File: src/rtl/pprs_pkg.sv
package pprs_pkg;

    typedef enum logic [1:0] {
        LD_IDLE = 2'd0,
        LD_RST  = 2'd1,
        LD_SIG  = 2'd2
    } ld_phase_e;

    localparam int unsigned BANKS = 2;

endpackage

File: src/rtl/pprs_load_engine.sv
module pprs_load_engine
    import pprs_pkg::*;
#(
    parameter int CNT_W = 10
) (
    input  logic             clk,
    input  logic             rst_n,
    input  logic             start,
    input  logic             start_bank,
    input  logic [CNT_W-1:0] rst_len,
    input  logic [CNT_W-1:0] sig_len,
    output logic             samp_rst,
    output logic             samp_sig,
    output logic             bank,
    output logic             active,
    output logic             finish
);

    localparam logic [CNT_W-1:0] CNT_ONE = CNT_W'(1);

    typedef struct packed {
        ld_phase_e        phase;
        logic [CNT_W-1:0] cnt;
        logic             bank;
    } ld_state_t;

    ld_state_t s_d, s_q;

    always_comb begin
        s_d    = s_q;
        finish = 1'b0;
        unique case (s_q.phase)
            LD_IDLE: begin
                if (start) begin
                    s_d.phase = LD_RST;
                    s_d.cnt   = '0;
                    s_d.bank  = start_bank;
                end
            end
            LD_RST: begin
                if (s_q.cnt == rst_len - CNT_ONE) begin
                    s_d.phase = LD_SIG;
                    s_d.cnt   = '0;
                end else begin
                    s_d.cnt = s_q.cnt + CNT_ONE;
                end
            end
            LD_SIG: begin
                if (s_q.cnt == sig_len - CNT_ONE) begin
                    s_d.phase = LD_IDLE;
                    s_d.cnt   = '0;
                    finish    = 1'b1;
                end else begin
                    s_d.cnt = s_q.cnt + CNT_ONE;
                end
            end
            default: s_d.phase = LD_IDLE;
        endcase
    end

    always_ff @(posedge clk or negedge rst_n) begin
        if (!rst_n) begin
            s_q <= '{phase: LD_IDLE, cnt: '0, bank: 1'b0};
        end else begin
            s_q <= s_d;
        end
    end

    assign samp_rst = (s_q.phase == LD_RST);
    assign samp_sig = (s_q.phase == LD_SIG);
    assign bank     = s_q.bank;
    assign active   = (s_q.phase != LD_IDLE);

    // the signal strobe only ever follows a reset strobe directly
    assert_sig_after_rst_R2: assert property (@(posedge clk) disable iff (!rst_n)
        $rose(samp_sig) |-> $past(samp_rst));

    // a reset strobe always hands over to the signal strobe
    assert_rst_to_sig_R2: assert property (@(posedge clk) disable iff (!rst_n)
        $fell(samp_rst) |-> samp_sig);

    // the target bank stays fixed for a whole load
    assert_bank_stable_R2: assert property (@(posedge clk) disable iff (!rst_n)
        (active && $past(active)) |-> $stable(bank));

endmodule

File: src/rtl/pprs_read_engine.sv
module pprs_read_engine #(
    parameter int CNT_W = 10
) (
    input  logic             clk,
    input  logic             rst_n,
    input  logic             start,
    input  logic             start_bank,
    input  logic [CNT_W-1:0] read_len,
    output logic             read_en,
    output logic             bank,
    output logic             finish
);

    localparam logic [CNT_W-1:0] CNT_ONE = CNT_W'(1);

    typedef struct packed {
        logic             busy;
        logic [CNT_W-1:0] cnt;
        logic             bank;
    } rd_state_t;

    rd_state_t s_d, s_q;

    always_comb begin
        s_d    = s_q;
        finish = 1'b0;
        if (!s_q.busy) begin
            if (start) begin
                s_d.busy = 1'b1;
                s_d.cnt  = '0;
                s_d.bank = start_bank;
            end
        end else if (s_q.cnt == read_len - CNT_ONE) begin
            s_d.busy = 1'b0;
            s_d.cnt  = '0;
            finish   = 1'b1;
        end else begin
            s_d.cnt = s_q.cnt + CNT_ONE;
        end
    end

    always_ff @(posedge clk or negedge rst_n) begin
        if (!rst_n) begin
            s_q <= '{busy: 1'b0, cnt: '0, bank: 1'b0};
        end else begin
            s_q <= s_d;
        end
    end

    assign read_en = s_q.busy;
    assign bank    = s_q.bank;

    // the bank under readout does not change mid-read
    assert_read_bank_stable_R3: assert property (@(posedge clk) disable iff (!rst_n)
        (read_en && $past(read_en)) |-> $stable(bank));

endmodule

File: src/rtl/pprs_row_sched.sv
module pprs_row_sched
    import pprs_pkg::*;
#(
    parameter int ROW_W = 13,
    parameter int CNT_W = 10
) (
    input  logic             clk,
    input  logic             rst_n,
    input  logic             frame_start,
    input  logic             zero_ovh_mode,
    input  logic [ROW_W-1:0] row_total,
    input  logic [CNT_W-1:0] rst_cycles,
    input  logic [CNT_W-1:0] sig_cycles,
    input  logic [CNT_W-1:0] read_cycles,
    input  logic             gop_req,
    input  logic             gop_done,
    output logic             samp_rst,
    output logic             samp_sig,
    output logic             load_bank,
    output logic             read_bank,
    output logic             read_en,
    output logic             gop_grant,
    output logic             frame_busy,
    output logic             frame_done
);

    localparam logic [CNT_W-1:0] CNT_ONE = CNT_W'(1);
    localparam logic [ROW_W-1:0] ROW_ONE = ROW_W'(1);

    typedef struct packed {
        logic             busy;
        logic             zmode;
        logic [ROW_W-1:0] rows;
        logic [CNT_W-1:0] tr;
        logic [CNT_W-1:0] ts;
        logic [CNT_W-1:0] trd;
        logic [ROW_W-1:0] rows_ld;
        logic [ROW_W-1:0] rows_rd;
        logic [BANKS-1:0] full;
        logic             pend;
        logic             grant;
        logic             done;
    } sched_state_t;

    sched_state_t s_d, s_q;

    logic             ld_active, ld_finish, ld_bank;
    logic             rd_finish, rd_bank, rd_active;
    logic             ld_go, rd_go, hold;
    logic             ld_tgt, rd_tgt;
    logic [CNT_W-1:0] len_rst, len_sig, len_rd;
    logic [ROW_W-1:0] rd_count_next;

    // Phase lengths of zero are stretched to one cycle
    assign len_rst = (s_q.tr  == '0) ? CNT_ONE : s_q.tr;
    assign len_sig = (s_q.ts  == '0) ? CNT_ONE : s_q.ts;
    assign len_rd  = (s_q.trd == '0) ? CNT_ONE : s_q.trd;

    assign hold   = s_q.pend | s_q.grant;
    assign ld_tgt = s_q.zmode & s_q.rows_ld[0];
    assign rd_tgt = s_q.zmode & s_q.rows_rd[0];

    assign rd_count_next = s_q.rows_rd + ROW_ONE;

    assign ld_go = s_q.busy && !hold && !ld_active &&
                   (s_q.rows_ld != s_q.rows) && !s_q.full[ld_tgt];
    assign rd_go = s_q.busy && !hold && !rd_active &&
                   (s_q.rows_rd != s_q.rows) && s_q.full[rd_tgt];

    always_comb begin
        s_d      = s_q;
        s_d.done = 1'b0;

        // Bank occupancy bookkeeping driven by engine completions
        if (ld_finish) begin
            s_d.full[ld_bank] = 1'b1;
            s_d.rows_ld       = s_q.rows_ld + ROW_ONE;
        end
        if (rd_finish) begin
            s_d.full[rd_bank] = 1'b0;
            s_d.rows_rd       = rd_count_next;
            if (rd_count_next == s_q.rows) begin
                s_d.busy = 1'b0;
                s_d.done = 1'b1;
            end
        end

        // Frame acceptance
        if (!s_q.busy && !hold && frame_start) begin
            s_d.zmode   = zero_ovh_mode;
            s_d.rows    = row_total;
            s_d.tr      = rst_cycles;
            s_d.ts      = sig_cycles;
            s_d.trd     = read_cycles;
            s_d.rows_ld = '0;
            s_d.rows_rd = '0;
            s_d.full    = '0;
            if (row_total == '0) begin
                s_d.done = 1'b1;
            end else begin
                s_d.busy = 1'b1;
            end
        end

        // Global operation arbitration at the row boundary
        if (s_q.grant) begin
            if (gop_done) begin
                s_d.grant = 1'b0;
            end
        end else if (s_q.pend) begin
            if (!ld_active && !rd_active) begin
                s_d.pend  = 1'b0;
                s_d.grant = 1'b1;
            end
        end else if (gop_req) begin
            s_d.pend = 1'b1;
        end
    end

    always_ff @(posedge clk or negedge rst_n) begin
        if (!rst_n) begin
            s_q <= '0;
        end else begin
            s_q <= s_d;
        end
    end

    pprs_load_engine #(
        .CNT_W (CNT_W)
    ) load_i (
        .clk        (clk),
        .rst_n      (rst_n),
        .start      (ld_go),
        .start_bank (ld_tgt),
        .rst_len    (len_rst),
        .sig_len    (len_sig),
        .samp_rst   (samp_rst),
        .samp_sig   (samp_sig),
        .bank       (ld_bank),
        .active     (ld_active),
        .finish     (ld_finish)
    );

    pprs_read_engine #(
        .CNT_W (CNT_W)
    ) read_i (
        .clk        (clk),
        .rst_n      (rst_n),
        .start      (rd_go),
        .start_bank (rd_tgt),
        .read_len   (len_rd),
        .read_en    (rd_active),
        .bank       (rd_bank),
        .finish     (rd_finish)
    );

    assign load_bank  = ld_bank;
    assign read_bank  = rd_bank;
    assign read_en    = rd_active;
    assign gop_grant  = s_q.grant;
    assign frame_busy = s_q.busy;
    assign frame_done = s_q.done;

    // while granted, the array is left untouched
    assert_grant_quiet_R7: assert property (@(posedge clk) disable iff (!rst_n)
        gop_grant |-> (!read_en && !samp_rst && !samp_sig));

    // a bank is never read and loaded in the same cycle
    assert_bank_split_R6: assert property (@(posedge clk) disable iff (!rst_n)
        (read_en && (samp_rst || samp_sig)) |-> (read_bank != load_bank));

    // readout never overtakes loading
    assert_read_behind_load_R6: assert property (@(posedge clk) disable iff (!rst_n)
        s_q.rows_rd <= s_q.rows_ld);

    // classic mode never overlaps load and read
    assert_classic_serial_R5: assert property (@(posedge clk) disable iff (!rst_n)
        (s_q.busy && !s_q.zmode) |-> !(read_en && (samp_rst || samp_sig)));

    // classic mode keeps to bank 0
    assert_classic_bank0_R5: assert property (@(posedge clk) disable iff (!rst_n)
        (s_q.busy && !s_q.zmode && (samp_rst || samp_sig || read_en)) |->
            (!load_bank && !read_bank));

    // completion is a single-cycle pulse with the frame closed
    assert_done_pulse_R8: assert property (@(posedge clk) disable iff (!rst_n)
        frame_done |=> !frame_done);

    assert_done_idle_R8: assert property (@(posedge clk) disable iff (!rst_n)
        frame_done |-> (!frame_busy && !read_en));

    // the grant never rises without a pending request
    assert_grant_needs_req_R9: assert property (@(posedge clk) disable iff (!rst_n)
        $rose(gop_grant) |-> $past(s_q.pend));

endmodule

File: config.mk
export PLATFORM = sky130hd
export DESIGN_NAME = pprs_row_sched
export DESIGN_NICKNAME = d
export VERILOG_FILES = /design/src/rtl/pprs_pkg.sv /design/src/rtl/pprs_load_engine.sv /design/src/rtl/pprs_read_engine.sv /design/src/rtl/pprs_row_sched.sv
export SDC_FILE = /design/constraint.sdc
export NUM_CORES = 1
export LEC_CHECK = 0
export BUFFER_PORTS_ARGS = -buffer_cell sky130_fd_sc_hd__buf_2
export CAP_MARGIN = 40
export CORE_MARGIN = 1
export CORE_UTILIZATION = 58
export DETAILED_ROUTE_END_ITERATION = 8
export GPL_TIMING_DRIVEN = 0
export HOLD_SLACK_MARGIN = 0.1
export PLACE_DENSITY = 0.78
export SYNTH_ARGS = -nofsm -noshare
export SYNTH_HDL_FRONTEND = slang
export SYNTH_SLANG_ARGS = --single-unit
export TNS_END_PERCENT = 5
File: constraint.sdc
create_clock -name clk -period 9.18 [get_ports clk]
set_input_delay 1.836 -clock clk [delete_from_list [all_inputs] [get_ports clk]]
set_output_delay 1.836 -clock clk [all_outputs]
set_load 0.01 [all_outputs]
==> summary.txt <==
Synth
  • Most frequent cell after synthesis: nand2_1
  • YS warnings: 0
  • Post-synth EDFFs: 0
  • Synth cell count leaders: nand2_1 (170), dfrtp_1 (101), xnor2_1 (41), nor2_1 (34), clkbuf_1 (32)
  • Most used DFF post-synth: dfrtp_1
  • Syn Nets: about 800
  • Cells after synthesis: about 740
  • Netlist cell types: 69
  • Avg Cell Area, Syn: 8.66 um^2
  • Sequential-to-total area share from yosys stat: 0.395
  • Synth area leaders: dfrtp_1 (40%), nand2_1 (10%), xnor2_1 (5.6%), xor2_1 (4.2%), ha_1 (2.2%)
  • Post-synth top area share: 0.395
  • Largest area contributor in the netlist: dfrtp_1
  • Async set-reset flop share out of synthesis: 1.00
  • FF+latch count, synth: 101
  • Syn Std Cell Area: ~6400 um^2

STA
  • Relative slew slack: 0.397
  • Final Hold Vio Count: 0
  • Endpoints failing setup: 0
  • Max Freq: 251 MHz
  • Worst setup margin: between 5 and 6 ns
  • RSZ-0062 raised after global routing: no
  • Period Utilization, post-route: 0.434
  • Skew final: roughly 0.013 ns
  • Fin. max-slew vios: 0
  • Final min period: 3.98 ns
  • TNS Setup: 0 ns
  • Worst slew pin tran: about 0.90 ns

CTS
  • Post-CTS sizing: 0
  • CTS buffer count: 9
  • Clk sinks: between 100 and 150
  • H-Tree Depth: 3
  • Root buf cell: clkbuf_8
  • Reg clk slew, reported paths: 0.09 ns
  • Skew-Pair Late Insertion Delay: roughly 0.39 ns
  • Clock Tree Buf Depth: 2
  • CTS tree: built
  • Setup Fix Bufs, Post-CTS: 0
  • Hold-fix buffers at CTS: 0

Place
  • Port Buffers: 56
  • Worst slack, placed: approximately 5.3 ns
  • Cell Area, Placed: between 6000 and 7000 um^2
  • Hpwl dp: about 12000 um
  • GP Congestion: 0.903
  • Cells after DPL: between 900 and 1000

Die
  • Starting Density: 0.608
  • Rows: 37
  • Core Region: between 10000 and 15000 um^2
  • Top Ports: between 50 and 60
  • Die footprint: roughly 11000 um^2
  • Die height: 107 um
  • Die width: ~110 um

Setup path
  • Startpoint types: flop
  • Crit Path Category: flop to flop
  • RR Startpoint: s_q[46]
  • Most frequent CP cell: clkbuf_1
  • Worst Setup SP: s_q[46]
  • WP buf/inv: 3
  • CP top delay family: compound AO/OA/AOI/OAI gates
  • Crit-path max FO: 10
  • Crit path largest cell delay: ~0.46 ns
  • Reg-to-reg endpoint: s_q[23]
  • Crit-path cells: clkbuf_1 -> nor4_2 -> a41oi_1 -> ha_1 -> nor3b_1 -> a21boi_0 -> o41a_1 -> a211oi_2 -> nand4_1 -> buf_2 -> clkbuf_1 -> o31ai_1 -> a21oi_1
  • Critical Path RT: between 9 and 10 ns
  • CP endpoint: s_q[23]
  • Critical Path AT: approximately 4.2 ns
  • R2R cell count: 13
  • CP max-delay cell: o41a_1
  • Critical Path End Type: flop
  • Stages on the worst setup path: 13
  • Flop-to-flop setup slack: 5.20 ns

Routing
  • WL per Instance: between 15 and 20 um
  • DR iter-0 viols: between 400 and 500
  • Vias: slightly below 6000
  • Antenna viol nets, final: 0
  • Drt pass-1 iters: 5
  • Vias per inst: 6.09
  • Residual DRC: 0
  • Final WL: 16400 um

Cells and area
  • Finished Layout Cells: 950
  • Fin util: 0.676
  • Fill cell count: a little under 900
  • Layout cells sized above 1: 0.122
  • Nets: around 870
  • Final instance area: 7100 um^2
  • Layout area overhead: 11.1%

Global route
  • Vias in the first global route: about 5600
  • First-pass GRT wire length: approximately 27000 um
  • Antenna violations before repair: 1
  • Overflow after GRT: 0
  • Largest net degree at the start of global routing: 57
  • GRT Total Usage: 0.306

Run status
  • Status: finished clean

Power
  • PD cells: roughly 170 nW/um^2
  • LEAKAGE: between 3 and 4 nW
  • Maximum vdd drop: ~0.15 mV

Worst hold path
  • Hold/Removal Path Class: flop to flop

Job
  • Max-Cap Viols: 0
## worst min-delay path, stage by stage (launching register included)
cell     delay, ns
dfrtp_1       0.40
nand2_1       0.06
nand2_1       0.06
## cell type report
type / instances / area (um^2) / area share
inverters: 22 / 82.6 / 0.0116
well taps: 136 / 170 / 0.0240
repair buffers: 59 / 320 / 0.0451
diodes: 1 / 2.50 / 0.000352
multi-input cells: 576 / 3620 / 0.510
clock buffers: 13 / 169 / 0.0238
flip-flops and latches: 101 / 2530 / 0.356
plain buffers: 39 / 164 / 0.0231
clock inverters: 3 / 42.5 / 0.00599
## where the power goes
| group | switching (W) | total (W) | internal (W) |
|---|---|---|---|
| Sequential | 0.0000665 | 0.000558 | 0.000492 |
| Combinational | 0.000202 | 0.000338 | 0.000136 |
| Clock | 0.000152 | 0.000300 | 0.000148 |
## through the flow
step | power, W | hold WS, ns
floorplan | 0.000797 | 0.461
global placement | 0.000880 | 0.510
detailed placement | 0.000899 | 0.529
CTS | 0.00120 | 0.556
global route | 0.00126 | 0.576
finish | 0.00120 | 0.552
## state kept, by name, summed over array words and instances, names as in the netlist
signal and count:
frame_busy 1, frame_done 1, gop_grant 1, load_i.bank 1, load_i.s_q 12, read_i.bank 1
read_i.read_en 1, read_i.s_q 10, s_q 73
## how the worst min path moves through the flow
| stage | startpoint | endpoint | slack, ns | cells past startpoint |
|---|---|---|---|---|
| floorplan | s_q[51] | s_q[51] | 0.46 | 2 |
| detailed placement | s_q[74] | s_q[74] | 0.53 | 2 |
| global placement | s_q[51] | s_q[51] | 0.51 | 2 |
| global route | s_q[64] | s_q[64] | 0.58 | 2 |
| CTS | s_q[59] | s_q[59] | 0.56 | 2 |
| finish | s_q[74] | s_q[74] | 0.55 | 2 |
## layer usage
layer | up-vias | share of wire | wire [um] | GRT usage
met3 | 35 | 0.069 | 1130 | 0.0815
met4 | 0 | 0.024 | 398 | 0.112
met5 | - | 0 | 0 | 0
met2 | 228 | 0.48 | 7850 | 0.498
li1 | 2782 | - | - | -
met1 | 2742 | 0.43 | 7060 | 0.392
## cells by family after synthesis
family	count (synthesis)	synth area share
AO/OA/AOI/OAI	144	0.169
XOR/XNOR	72	0.0986
adder cells (fa/ha/maj)	11	0.0215
buffers and inverters	61	0.0386
flip-flops	101	0.395
multiplexers	10	0.0159
AND/OR/NAND/NOR	339	0.261
## layout by cell type (no fill, tap or decap), types with 4 or more instances in the layout
| cell | instances |
|---|---|
| a21oi_1 | 18 |
| a22o_1 | 5 |
| a31oi_1 | 13 |
| a41o_1 | 10 |
| and2_1 | 6 |
| and3_1 | 15 |
| buf_2 | 61 |
| clkbuf_1 | 33 |
| clkbuf_8 | 12 |
| dfrtp_1 | 101 |
| ha_1 | 11 |
| inv_1 | 22 |
| mux2i_1 | 9 |
| nand2_1 | 170 |
| nand2b_1 | 5 |
| nand3_1 | 20 |
| nand4_1 | 10 |
| nor2_1 | 34 |
| nor2b_1 | 9 |
| nor3_1 | 14 |
| nor3b_1 | 4 |
| nor4_1 | 15 |
| o2111ai_1 | 7 |
| o211ai_1 | 11 |
| o21a_1 | 7 |
| o21ai_0 | 20 |
| o31ai_1 | 13 |
| or3_1 | 5 |
| or4_1 | 13 |
| xnor2_1 | 41 |
| xor2_1 | 31 |
Note: power is estimated with default switching activity, not from simulation.
